### src/rtl/fsg_pkg.sv
package fsg_pkg;
    typedef enum logic [2:0] {
        FSG_IDLE  = 3'd0,
        FSG_PROG  = 3'd1,
        FSG_ERASE = 3'd2,
        FSG_SUSP  = 3'd3,
        FSG_SPROG = 3'd4
    } fsg_mode_e;
endpackage

### src/rtl/fsg_mode_track.sv
module fsg_mode_track
    import fsg_pkg::*;
#(
    parameter int SECT_W = 9
) (
    input  logic              clk,
    input  logic              rst_n,
    input  logic              start_i,
    input  logic [2:0]        mode_i,
    input  logic [SECT_W-1:0] sector_i,
    input  logic              d7_i,
    input  logic              done_i,
    output fsg_mode_e         mode_o,
    output logic [SECT_W-1:0] sector_o,
    output logic              d7_o
);
    typedef struct packed {
        fsg_mode_e         mode;
        logic [SECT_W-1:0] sector;
        logic              d7;
    } trk_t;

    trk_t trk_d, trk_q;
    fsg_mode_e req_mode;

    always_comb begin
        case (mode_i)
            3'd1:    req_mode = FSG_PROG;
            3'd2:    req_mode = FSG_ERASE;
            3'd3:    req_mode = FSG_SUSP;
            3'd4:    req_mode = FSG_SPROG;
            default: req_mode = FSG_IDLE;
        endcase
    end

    always_comb begin
        trk_d = trk_q;
        if (start_i) begin
            trk_d.mode = req_mode;
            if (req_mode == FSG_ERASE || req_mode == FSG_SUSP)
                trk_d.sector = sector_i;
            if (req_mode == FSG_PROG || req_mode == FSG_SPROG)
                trk_d.d7 = d7_i;
        end else if (done_i) begin
            case (trk_q.mode)
                FSG_PROG, FSG_ERASE: trk_d.mode = FSG_IDLE;
                FSG_SPROG:           trk_d.mode = FSG_SUSP;
                default:             trk_d.mode = trk_q.mode;
            endcase
        end
    end

    always_ff @(posedge clk) begin
        if (!rst_n) begin
            trk_q <= '{mode: FSG_IDLE, sector: '0, d7: 1'b0};
        end else begin
            trk_q <= trk_d;
        end
    end

    assign mode_o   = trk_q.mode;
    assign sector_o = trk_q.sector;
    assign d7_o     = trk_q.d7;

    // a finished program-in-suspend falls back to the suspended erase
    a_r9_sprog_done_to_susp: assert property (@(posedge clk) disable iff (!rst_n)
        (trk_q.mode == FSG_SPROG && done_i && !start_i) |=> (trk_q.mode == FSG_SUSP));
    // program and erase end in idle
    a_r9_done_to_idle: assert property (@(posedge clk) disable iff (!rst_n)
        ((trk_q.mode == FSG_PROG || trk_q.mode == FSG_ERASE) && done_i && !start_i)
        |=> (trk_q.mode == FSG_IDLE));
endmodule

### src/rtl/fsg_toggle.sv
module fsg_toggle (
    input  logic clk,
    input  logic rst_n,
    input  logic clr_i,
    input  logic flip_i,
    output logic q_o
);
    logic tog_d, tog_q;

    always_comb begin
        tog_d = tog_q;
        if (clr_i)       tog_d = 1'b0;
        else if (flip_i) tog_d = ~tog_q;
    end

    always_ff @(posedge clk) begin
        if (!rst_n) tog_q <= 1'b0;
        else        tog_q <= tog_d;
    end

    assign q_o = tog_q;

    // a new operation starts the toggle from 0
    a_r3_clear_on_start: assert property (@(posedge clk) disable iff (!rst_n)
        clr_i |=> !q_o);
    // a counted read inverts the toggle
    a_r4_flip_inverts: assert property (@(posedge clk) disable iff (!rst_n)
        (flip_i && !clr_i) |=> (q_o != $past(q_o)));
endmodule

### src/rtl/fsg_sector_hit.sv
module fsg_sector_hit #(
    parameter int ADDR_W   = 20,
    parameter int SECT_LSB = 11,
    localparam int SECT_W  = ADDR_W - SECT_LSB
) (
    input  logic [ADDR_W-1:0] addr_i,
    input  logic [SECT_W-1:0] sector_i,
    output logic              hit_o
);
    assign hit_o = (addr_i[ADDR_W-1:SECT_LSB] == sector_i);
endmodule

### src/rtl/flash_status_gen.sv
module flash_status_gen
    import fsg_pkg::*;
#(
    parameter int ADDR_W   = 20,
    parameter int SECT_LSB = 11,
    parameter int DATA_W   = 16,
    localparam int SECT_W  = ADDR_W - SECT_LSB
) (
    input  logic              clk,
    input  logic              rst_n,
    input  logic              op_start_i,
    input  logic [2:0]        op_mode_i,
    input  logic [SECT_W-1:0] op_sector_i,
    input  logic              op_d7_i,
    input  logic              op_done_i,
    input  logic              rd_i,
    input  logic [ADDR_W-1:0] rd_addr_i,
    input  logic [DATA_W-1:0] arr_data_i,
    output logic              rd_valid_o,
    output logic [DATA_W-1:0] rd_data_o
);
    localparam int NUM_TOG = 2;
    localparam int T_DQ6   = 0;
    localparam int T_DQ2   = 1;

    typedef struct packed {
        logic              valid;
        logic [DATA_W-1:0] data;
    } rd_t;

    fsg_mode_e         mode_w;
    logic [SECT_W-1:0] sector_w;
    logic              d7_w;
    logic              hit_w;
    logic [NUM_TOG-1:0] tog_q, tog_flip;
    logic [DATA_W-1:0] status;
    rd_t               rd_d, rd_q;

    fsg_mode_track #(.SECT_W(SECT_W)) u_track (
        .clk      (clk),
        .rst_n    (rst_n),
        .start_i  (op_start_i),
        .mode_i   (op_mode_i),
        .sector_i (op_sector_i),
        .d7_i     (op_d7_i),
        .done_i   (op_done_i),
        .mode_o   (mode_w),
        .sector_o (sector_w),
        .d7_o     (d7_w)
    );

    fsg_sector_hit #(.ADDR_W(ADDR_W), .SECT_LSB(SECT_LSB)) u_hit (
        .addr_i   (rd_addr_i),
        .sector_i (sector_w),
        .hit_o    (hit_w)
    );

    for (genvar g = 0; g < NUM_TOG; g++) begin : g_tog
        fsg_toggle u_tog (
            .clk    (clk),
            .rst_n  (rst_n),
            .clr_i  (op_start_i),
            .flip_i (tog_flip[g]),
            .q_o    (tog_q[g])
        );
    end

    always_comb begin
        status   = arr_data_i;
        tog_flip = '0;
        case (mode_w)
            FSG_PROG: begin
                status[7] = ~d7_w;
                status[6] = tog_q[T_DQ6];
                status[2] = tog_q[T_DQ2];
                tog_flip[T_DQ6] = rd_i;
            end
            FSG_ERASE: begin
                status[7] = 1'b0;
                status[6] = tog_q[T_DQ6];
                status[2] = tog_q[T_DQ2];
                tog_flip[T_DQ6] = rd_i;
                tog_flip[T_DQ2] = rd_i && hit_w;
            end
            FSG_SUSP: begin
                if (hit_w) begin
                    status[7] = 1'b1;
                    status[6] = 1'b1;
                    status[2] = tog_q[T_DQ2];
                    tog_flip[T_DQ2] = rd_i;
                end
            end
            FSG_SPROG: begin
                status[7] = ~d7_w;
                status[6] = tog_q[T_DQ6];
                tog_flip[T_DQ6] = rd_i;
            end
            default: status = arr_data_i;
        endcase
    end

    always_comb begin
        rd_d       = rd_q;
        rd_d.valid = rd_i;
        if (rd_i) rd_d.data = status;
    end

    always_ff @(posedge clk) begin
        if (!rst_n) rd_q <= '0;
        else        rd_q <= rd_d;
    end

    assign rd_valid_o = rd_q.valid;
    assign rd_data_o  = rd_q.data;

    // idle reads return the array word one cycle later
    a_r2_idle_pass: assert property (@(posedge clk) disable iff (!rst_n)
        (rd_i && mode_w == FSG_IDLE) |=> (rd_valid_o && rd_data_o == $past(arr_data_i)));
    // erase reports bit 7 low
    a_r6_erase_dq7_low: assert property (@(posedge clk) disable iff (!rst_n)
        (rd_i && mode_w == FSG_ERASE) |=> (rd_valid_o && !rd_data_o[7]));
    // suspended sector reads report bits 7 and 6 high
    a_r7_susp_hit_high: assert property (@(posedge clk) disable iff (!rst_n)
        (rd_i && mode_w == FSG_SUSP && hit_w) |=> (rd_data_o[7] && rd_data_o[6]));
    // no result without a read
    a_r1_valid_needs_read: assert property (@(posedge clk) disable iff (!rst_n)
        !rd_i |=> !rd_valid_o);
endmodule

### config.mk
export PLATFORM = sky130hd
export DESIGN_NAME = flash_status_gen
export DESIGN_NICKNAME = d
export VERILOG_FILES = /design/src/rtl/fsg_pkg.sv /design/src/rtl/fsg_mode_track.sv /design/src/rtl/fsg_toggle.sv /design/src/rtl/fsg_sector_hit.sv /design/src/rtl/flash_status_gen.sv
export SDC_FILE = /design/constraint.sdc
export NUM_CORES = 1
export LEC_CHECK = 0
export CAP_MARGIN = 20
export CORE_MARGIN = 1.5
export CORE_UTILIZATION = 45
export DETAILED_ROUTE_END_ITERATION = 16
export GPL_TIMING_DRIVEN = 0
export PLACE_DENSITY = 0.87
export SLEW_MARGIN = 20
export SYNTH_ARGS = -nofsm -noshare
export SYNTH_HDL_FRONTEND = slang
export SYNTH_HIERARCHICAL = 1
export SYNTH_SLANG_ARGS = --single-unit
### constraint.sdc
create_clock -name clk -period 2.15 [get_ports clk]
set_input_delay 0.215 -clock clk [delete_from_list [all_inputs] [get_ports clk]]
set_output_delay 0.215 -clock clk [all_outputs]
set_load 0.02 [all_outputs]
==> impl_metrics.yaml, run 1 <==
status:
  run_status: "completed"
clock_tree:
  cts.repair_timing.setup_buffer_count: 0
  clock_tree_from_tritoncts: "done"
  cts_buffers: 5
  cts.sink_count: 32
  cts_hold_buffers: 0
  cts_max_level: 2
  clkTransAtPathRegs_ns: 0.10
  cell_chosen_for_the_clock_root: "sky130_fd_sc_hd__clkbuf_4"
  max-clock-path-buffers: 2
  ctsResizeCount: 0
  clock_latency_ns: 0.33
placed_design:
  port_buffers: 58
  place.detailed.hpwl_mm: 2.42
  preCtsSetupSlack_ns: 0.188
  gp_congestion: 0.726
  placed_cell_area_um2: 2240
  post-place-cells: 261
worst_hold_path:
  hold_path_end: "rd_data_o[1]"
  min_from: "rd_i"
  worstHoldPathCells: 3
  hold_class: "primary input to register"
die:
  width_of_the_chip_um: 62.8
  effective_utilization_at_floorplan: 0.474
  die_h_um: 62.8
  die_area_um2: 3940
  num_rows: 21
  floorplan.core_area_um2: 3390
  design.portCount: 71
sta:
  achievable-frequency_ghz: 0.616
  final-hold-violation-count: 0
  setup_repair_after_global_routing_missed_its_margin: "no"
  clock_skew_ns: 0.00686
  fin_crit_sh: 0.755
  finalSetupViolCount: 0
  finalWorstSetupSlack_ns: 0.526
  worst-slew-pin-transition_ns: 0.473
  post_layout_min_period_ns: 1.62
  timing.slew.headroom: 0.683
  hold_ws_ns: 0.254
  timing_max_transition_violations_final: 0
  setup_tns_ns: 0
routing:
  drc: 0
  routed_wire_length_per_instance_um: 11.9
  ant_nets: 0
  detailedRoute.firstIterationViolations: 43
  detail_route.wirelength_mm: 3.19
  routed-via-count: 1309
  drt_first_pass_iters: 4
  viasPerCell: 4.88
worst_setup_path:
  path_max_fanout: 3
  crit-reg2reg-launch: "u_track/sector_o[5]"
  critPathRequiredTime_ns: 2.43
  startpoint_type: "register"
  critPathLaunch: "u_track/sector_o[5]"
  reg2reg_setup_slack_ns: 0.53
  setup.worst_path.end_class: "register"
  cells_traversed_along_the_worst_timing_path: "xnor2_1 -> nand3_1 -> nor4_2 -> nand2b_2 -> nand3_1 -> a311oi_1 -> o21a_1"
  path_common_cell: "sky130_fd_sc_hd__nand3_1"
  cp_slowest_cell: "sky130_fd_sc_hd__dfxtp_1"
  critPathKind: "register to register"
  worstReg2RegEnd: "rd_data_o[2]"
  timing.critical_path.arrival_ns: 1.91
  ff2ff_path_depth: 7
  timing.critical_path.slowest_cell_delay_ns: 0.33
final_layout:
  num_antenna_cells: 0
  final_layout_size_suffix_gt1_frac: 0.0991
  final-instance-count-excl-fill: 268
  finish.net_count: 276
  finish.instance_area_um2: 2290
  layout.cells.most_common: "sky130_fd_sc_hd__clkdlybuf4s50_1"
  mostFrequentLayoutCells: "sky130_fd_sc_hd__clkdlybuf4s50_1 (58), sky130_fd_sc_hd__dfxtp_1 (32), sky130_fd_sc_hd__mux2i_1 (23), sky130_fd_sc_hd__nor2b_1 (23), sky130_fd_sc_hd__xnor2_1 (12)"
  layout-area-overhead-vs-synth_pct: 42.6
  finalCoreUtilization: 0.676
power:
  p_per_area_nw_per_um2: 545
  power.leakage_nw: 0.904
  power.ir.vdd_worst_mv: 0.469
  totalPowerFinal_mw: 1.25
yosys:
  synth_sequential_area_ratio: 0.399
  yosys_register_bits: 32
  synth.net_count: 211
  synth.area.top_cells: "sky130_fd_sc_hd__dfxtp_1 (40%), sky130_fd_sc_hd__mux2i_1 (14%), sky130_fd_sc_hd__nor2b_1 (9.0%)"
  ys_warn_count: 6
  syn_area_per_cell_um2: 10.2
  yosys.area.top_type: "sky130_fd_sc_hd__dfxtp_1"
  synth.cell_area_um2: 1610
  syn_inst: 157
  post_synth_num_cell_types: 41
  yosys.area.top_type_share: 0.399
global_routing:
  grt_first_pass_wirelength_mm: 5.60
  maximum_number_of_pins_on_one_net_before_global_route_repair: 17
  via_count_of_the_first_global_routing_pass: 1280
  grt_antenna_before_repair: 0
  groute.usage.overall: 0.181
  grt_remaining_overflow: 0
job:
  maxCapViolations: 0
## cell type report
class / count / area, um^2
buffer: 9 / 73.8
tap: 46 / 57.6
sequential: 32 / 641
clock inverter: 1 / 5.00
inverter: 5 / 18.8
timing repair buffer: 58 / 581
multi-input combinational: 111 / 873
clock buffer: 6 / 41.3
fill: 289 / 1100
## registers in the layout, indices dropped and copies added, names as in the netlist
| name | cells |
|---|---|
| rd_valid_o | 1 |
| u_track/sector_o | 9 |
| u_track/mode_o | 3 |
| g_tog.u_tog/q_o | 2 |
| u_track/d7_o | 1 |
| rd_data_o | 16 |
## cells by family (layout without fill, tap and decap cells)
group	count (synthesis)	after routing	synth area share
buf+inv	14	79	0.0576
compound gates	19	19	0.0810
flops	32	32	0.399
simple gates	52	52	0.225
fa+ha+maj	1	1	0.00701
xor+xnor	16	16	0.0872
mux	23	23	0.143
## where the power goes
group / leakage [nW] / internal, mW / switching, mW
Sequential: 0.262 / 0.622 / 0.0167
Clock: 0.0281 / 0.120 / 0.203
Combinational: 0.613 / 0.171 / 0.115
## synthesized netlist by cell type
library cell and number:
sky130_fd_sc_hd__nor2_1 3, sky130_fd_sc_hd__and2_1 1, sky130_fd_sc_hd__nand4b_1 1, sky130_fd_sc_hd__a211oi_1 1, sky130_fd_sc_hd__o21a_1 3, sky130_fd_sc_hd__nand4_1 1
sky130_fd_sc_hd__a21oi_1 3, sky130_fd_sc_hd__a31oi_1 1, sky130_fd_sc_hd__o221a_2 1, sky130_fd_sc_hd__o211ai_1 2, sky130_fd_sc_hd__nand2b_2 1, sky130_fd_sc_hd__dfxtp_1 32
sky130_fd_sc_hd__nand3b_1 2, sky130_fd_sc_hd__nor3_1 1, sky130_fd_sc_hd__nor4bb_1 1, sky130_fd_sc_hd__o21ai_1 1, sky130_fd_sc_hd__inv_1 5, sky130_fd_sc_hd__nor3b_1 1
sky130_fd_sc_hd__nand3b_4 1, sky130_fd_sc_hd__nor4_2 1, sky130_fd_sc_hd__nor3b_2 3, sky130_fd_sc_hd__maj3_2 1, sky130_fd_sc_hd__nor2b_1 23, sky130_fd_sc_hd__nand2b_1 1
sky130_fd_sc_hd__xnor2_1 12, sky130_fd_sc_hd__a31o_1 1, sky130_fd_sc_hd__a311oi_1 1, sky130_fd_sc_hd__buf_2 1, sky130_fd_sc_hd__nand2_1 2, sky130_fd_sc_hd__buf_4 4
sky130_fd_sc_hd__clkbuf_1 2, sky130_fd_sc_hd__buf_12 1, sky130_fd_sc_hd__buf_6 1, sky130_fd_sc_hd__o21ai_0 3, sky130_fd_sc_hd__and4_1 1, sky130_fd_sc_hd__xor2_1 4
sky130_fd_sc_hd__o31ai_1 1, sky130_fd_sc_hd__a22oi_1 1, sky130_fd_sc_hd__nor2_4 1, sky130_fd_sc_hd__mux2i_1 23, sky130_fd_sc_hd__nand3_1 7
## critical path, delay by kind of cell, from the launching register on
family           cells  cell delay (ns)
XOR/XNOR             1             0.16
AND/OR/NAND/NOR      4             0.71
flip-flops           1             0.33
AO/OA/AOI/OAI        2             0.38
## per-layer routing
layer	wire [um]	up-vias	global-route usage
met5	0	-	0
met3	219	5	0.0685
met4	48	0	0.0667
li1	-	672	-
met1	1390	585	0.210
met2	1540	47	0.302
## how the worst max path moves through the flow
stage | to | cells past startpoint
2_1_floorplan | rd_data_o[2] | 7
3_3_place_gp | rd_data_o[2] | 8
3_5_place_dp | rd_data_o[2] | 8
4_1_cts | rd_data_o[2] | 7
5_1_grt | rd_data_o[2] | 7
6_report | rd_data_o[2] | 7
Power figures use the tool's default switching activity.
==> run 2, diff against run 1 <==
--- a/config.mk
+++ b/config.mk
@@ -7,10 +7,10 @@
 export LEC_CHECK = 0
 export CAP_MARGIN = 20
 export CORE_MARGIN = 1.5
-export CORE_UTILIZATION = 45
+export CORE_UTILIZATION = 42
 export DETAILED_ROUTE_END_ITERATION = 16
 export GPL_TIMING_DRIVEN = 0
-export PLACE_DENSITY = 0.87
+export PLACE_DENSITY = 0.82
 export SLEW_MARGIN = 20
 export SYNTH_ARGS = -nofsm -noshare
 export SYNTH_HDL_FRONTEND = slang
==> constraint.sdc (replaced) <==
create_clock -name clk -period 1.66 [get_ports clk]
set_input_delay 0.166 -clock clk [delete_from_list [all_inputs] [get_ports clk]]
set_output_delay 0.166 -clock clk [all_outputs]
set_load 0.02 [all_outputs]
==> impl_metrics.yaml, run 2 (same netlist as run 1, synthesis figures left out) <==
sta:
  fin_crit_sh: 0.961
  hold_ws_ns: 0.267
  post_layout_min_period_ns: 1.59
  timing_max_transition_violations_final: 0
  achievable-frequency_ghz: 0.627
  finalSetupViolCount: 0
  timing.slew.headroom: 0.676
  worst-slew-pin-transition_ns: 0.485
  clock_skew_ns: 0.00629
  finalWorstSetupSlack_ns: 0.0653
  final-hold-violation-count: 0
  setup_repair_after_global_routing_missed_its_margin: "yes"
worst_setup_path:
  startpoint_type: "primary input"
  path_max_fanout: 2
  timing.critical_path.arrival_ns: 1.83
  worstReg2RegEnd: "rd_data_o[2]"
  ff2ff_path_depth: 7
  critPathRequiredTime_ns: 1.89
  setup.worst_path.end_class: "register"
  critPathKind: "primary input to register"
  reg2reg_setup_slack_ns: 0.08
  crit-reg2reg-launch: "u_track/sector_o[2]"
die:
  effective_utilization_at_floorplan: 0.439
  die_h_um: 64.8
  width_of_the_chip_um: 64.8
  num_rows: 22
  design.portCount: 71
  die_area_um2: 4200
  floorplan.core_area_um2: 3660
routing:
  detail_route.wirelength_mm: 3.40
  ant_nets: 0
  drc: 0
  routed-via-count: 1314
  viasPerCell: 4.81
  routed_wire_length_per_instance_um: 12.5
  detailedRoute.firstIterationViolations: 30
  drt_first_pass_iters: 4
final_layout:
  layout.cells.most_common: "sky130_fd_sc_hd__clkdlybuf4s50_1"
  final-instance-count-excl-fill: 273
  layout-area-overhead-vs-synth_pct: 51.0
  finish.net_count: 278
  mostFrequentLayoutCells: "sky130_fd_sc_hd__clkdlybuf4s50_1 (55), sky130_fd_sc_hd__dfxtp_1 (28), sky130_fd_sc_hd__mux2i_1 (23), sky130_fd_sc_hd__nor2b_1 (23), sky130_fd_sc_hd__xnor2_1 (10)"
  largest_reg_flops: 16
  finish.instance_area_um2: 2430
  fillCellCount: 306
  num_antenna_cells: 0
  final_layout_size_suffix_gt1_frac: 0.151
power:
  clock_power_share: 0.378
  power.ir.vdd_worst_mv: 0.563
  cell_internal_pwr_mw: 1.48
  switching_power_mw: 0.474
  power.leakage_nw: 0.984
  pwr-share-seq: 0.425
  switching_part_of_the_total_power: 0.243
  p_per_area_nw_per_um2: 804
  pwr-share-comb: 0.197
placed_design:
  preCtsSetupSlack_ns: -0.237
  port_buffers: 58
  post-place-cells: 263
  gp_congestion: 0.740
  placed_cell_area_um2: 2250
  place.detailed.hpwl_mm: 2.45
clock_tree:
  cts_hold_buffers: 0
  clkTransAtPathRegs_ns: 0.07
  cell_chosen_for_the_clock_root: "sky130_fd_sc_hd__clkbuf_8"
  cts.sink_count: 32
  cts_buffers: 5
  max-clock-path-buffers: 2
  cts_max_level: 2
  clock_latency_ns: 0.29
  clock_tree_from_tritoncts: "done"
worst_hold_path:
  worstHoldPathCells: 3
  min_from: "rd_i"
  hold_class: "primary input to register"
  hold_path_end: "rd_data_o[3]"
global_routing:
  grt_first_pass_wirelength_mm: 5.39
  groute.usage.overall: 0.167
  via_count_of_the_first_global_routing_pass: 1227
  grt_remaining_overflow: 0
  maximum_number_of_pins_on_one_net_before_global_route_repair: 17
  grt_antenna_before_repair: 0
status:
  run_status: "completed"
job:
  maxCapViolations: 0
## run 2: cell types whose count changed in the layout (fill, tap and decap cells not counted), sizes merged
cell and change:
clkinvlp +1, clkdlybuf4s50 -3, dlymetal6s2s +3, buf +2, bufinv +1, clkbuf -1
## run 2: metrics by stage
stage                      util  total power, mW  setup TNS, ns
after floorplan               -             1.03              0
after global placement    0.614             1.21         -0.469
after detailed placement  0.614             1.22         -0.493
after CTS                 0.644             1.95              0
after global routing      0.663             2.05         -0.128
final                     0.663             1.95              0
## run 2: what timing repair did
| action | in CTS | in global routing |
|---|---|---|
| setup endpoints to repair | 0 | 1 |
| buffers inserted | 0 | 2 |
| endpoints found under the hold margin | 0 | 0 |
| gates resized for setup | 0 | 14 |
## run 2: power by group through the flow
stage | clock network (mW) | logic (mW) | registers, mW
final | 0.737 | 0.385 | 0.830
after global routing | 0.798 | 0.414 | 0.834
after CTS | 0.749 | 0.376 | 0.829
after detailed placement | 0 | 0.374 | 0.846
after global placement | 0 | 0.368 | 0.844
after floorplan | 0 | 0.159 | 0.875
## run 2: worst max-delay path by stage
stage / startpoint / end / slack [ns]
floorplan: u_track/sector_o[1] / rd_data_o[2] / 0.26
CTS: u_track/sector_o[1] / rd_data_o[2] / 0.06
finish: rd_addr_i[18] / rd_data_o[2] / 0.07
detailed placement: rd_addr_i[16] / rd_data_o[2] / -0.24
global route: rd_addr_i[18] / rd_data_o[2] / -0.09
global placement: rd_addr_i[16] / rd_data_o[2] / -0.23
## run 2: area by class of cell
type | count | area, um^2 | share of cell area
plain buffers | 9 | 73.8 | 0.0304
clock buffers | 5 | 68.8 | 0.0284
clock inverters | 3 | 42.5 | 0.0175
inverters | 5 | 18.8 | 0.00774
multi-input cells | 111 | 913 | 0.376
flip-flops and latches | 32 | 646 | 0.266
well taps | 48 | 60.1 | 0.0248
repair buffers | 60 | 603 | 0.249
## run 2: critical path: stages
cell,delay [ns]
sky130_fd_sc_hd__clkdlybuf4s50_1,0.47
sky130_fd_sc_hd__xnor2_1,0.11
sky130_fd_sc_hd__nand4_1,0.15
sky130_fd_sc_hd__nor4_4,0.27
sky130_fd_sc_hd__nand2b_4,0.18
sky130_fd_sc_hd__nand3_2,0.08
sky130_fd_sc_hd__a311oi_2,0.25
sky130_fd_sc_hd__o21a_1,0.14
## run 2: metal layers
layer | routed length [um] | part of all wire | vias up | track usage
met1 | 1500 | 0.44 | 598 | 0.200
li1 | - | - | 675 | -
met4 | 65 | 0.019 | 0 | 0.0798
met3 | 167 | 0.049 | 7 | 0.0417
met5 | 0 | 0 | - | 0
met2 | 1670 | 0.49 | 34 | 0.277
==> run 3, diff against run 2 <==
--- a/config.mk
+++ b/config.mk
@@ -8,6 +8,7 @@
 export CAP_MARGIN = 20
 export CORE_MARGIN = 1.5
 export CORE_UTILIZATION = 42
+export CTS_CLUSTER_SIZE = 20
 export DETAILED_ROUTE_END_ITERATION = 16
 export GPL_TIMING_DRIVEN = 0
 export PLACE_DENSITY = 0.82
==> results of run 3 <==
The final DEF is identical to that of run 2; final timing and power are the same.
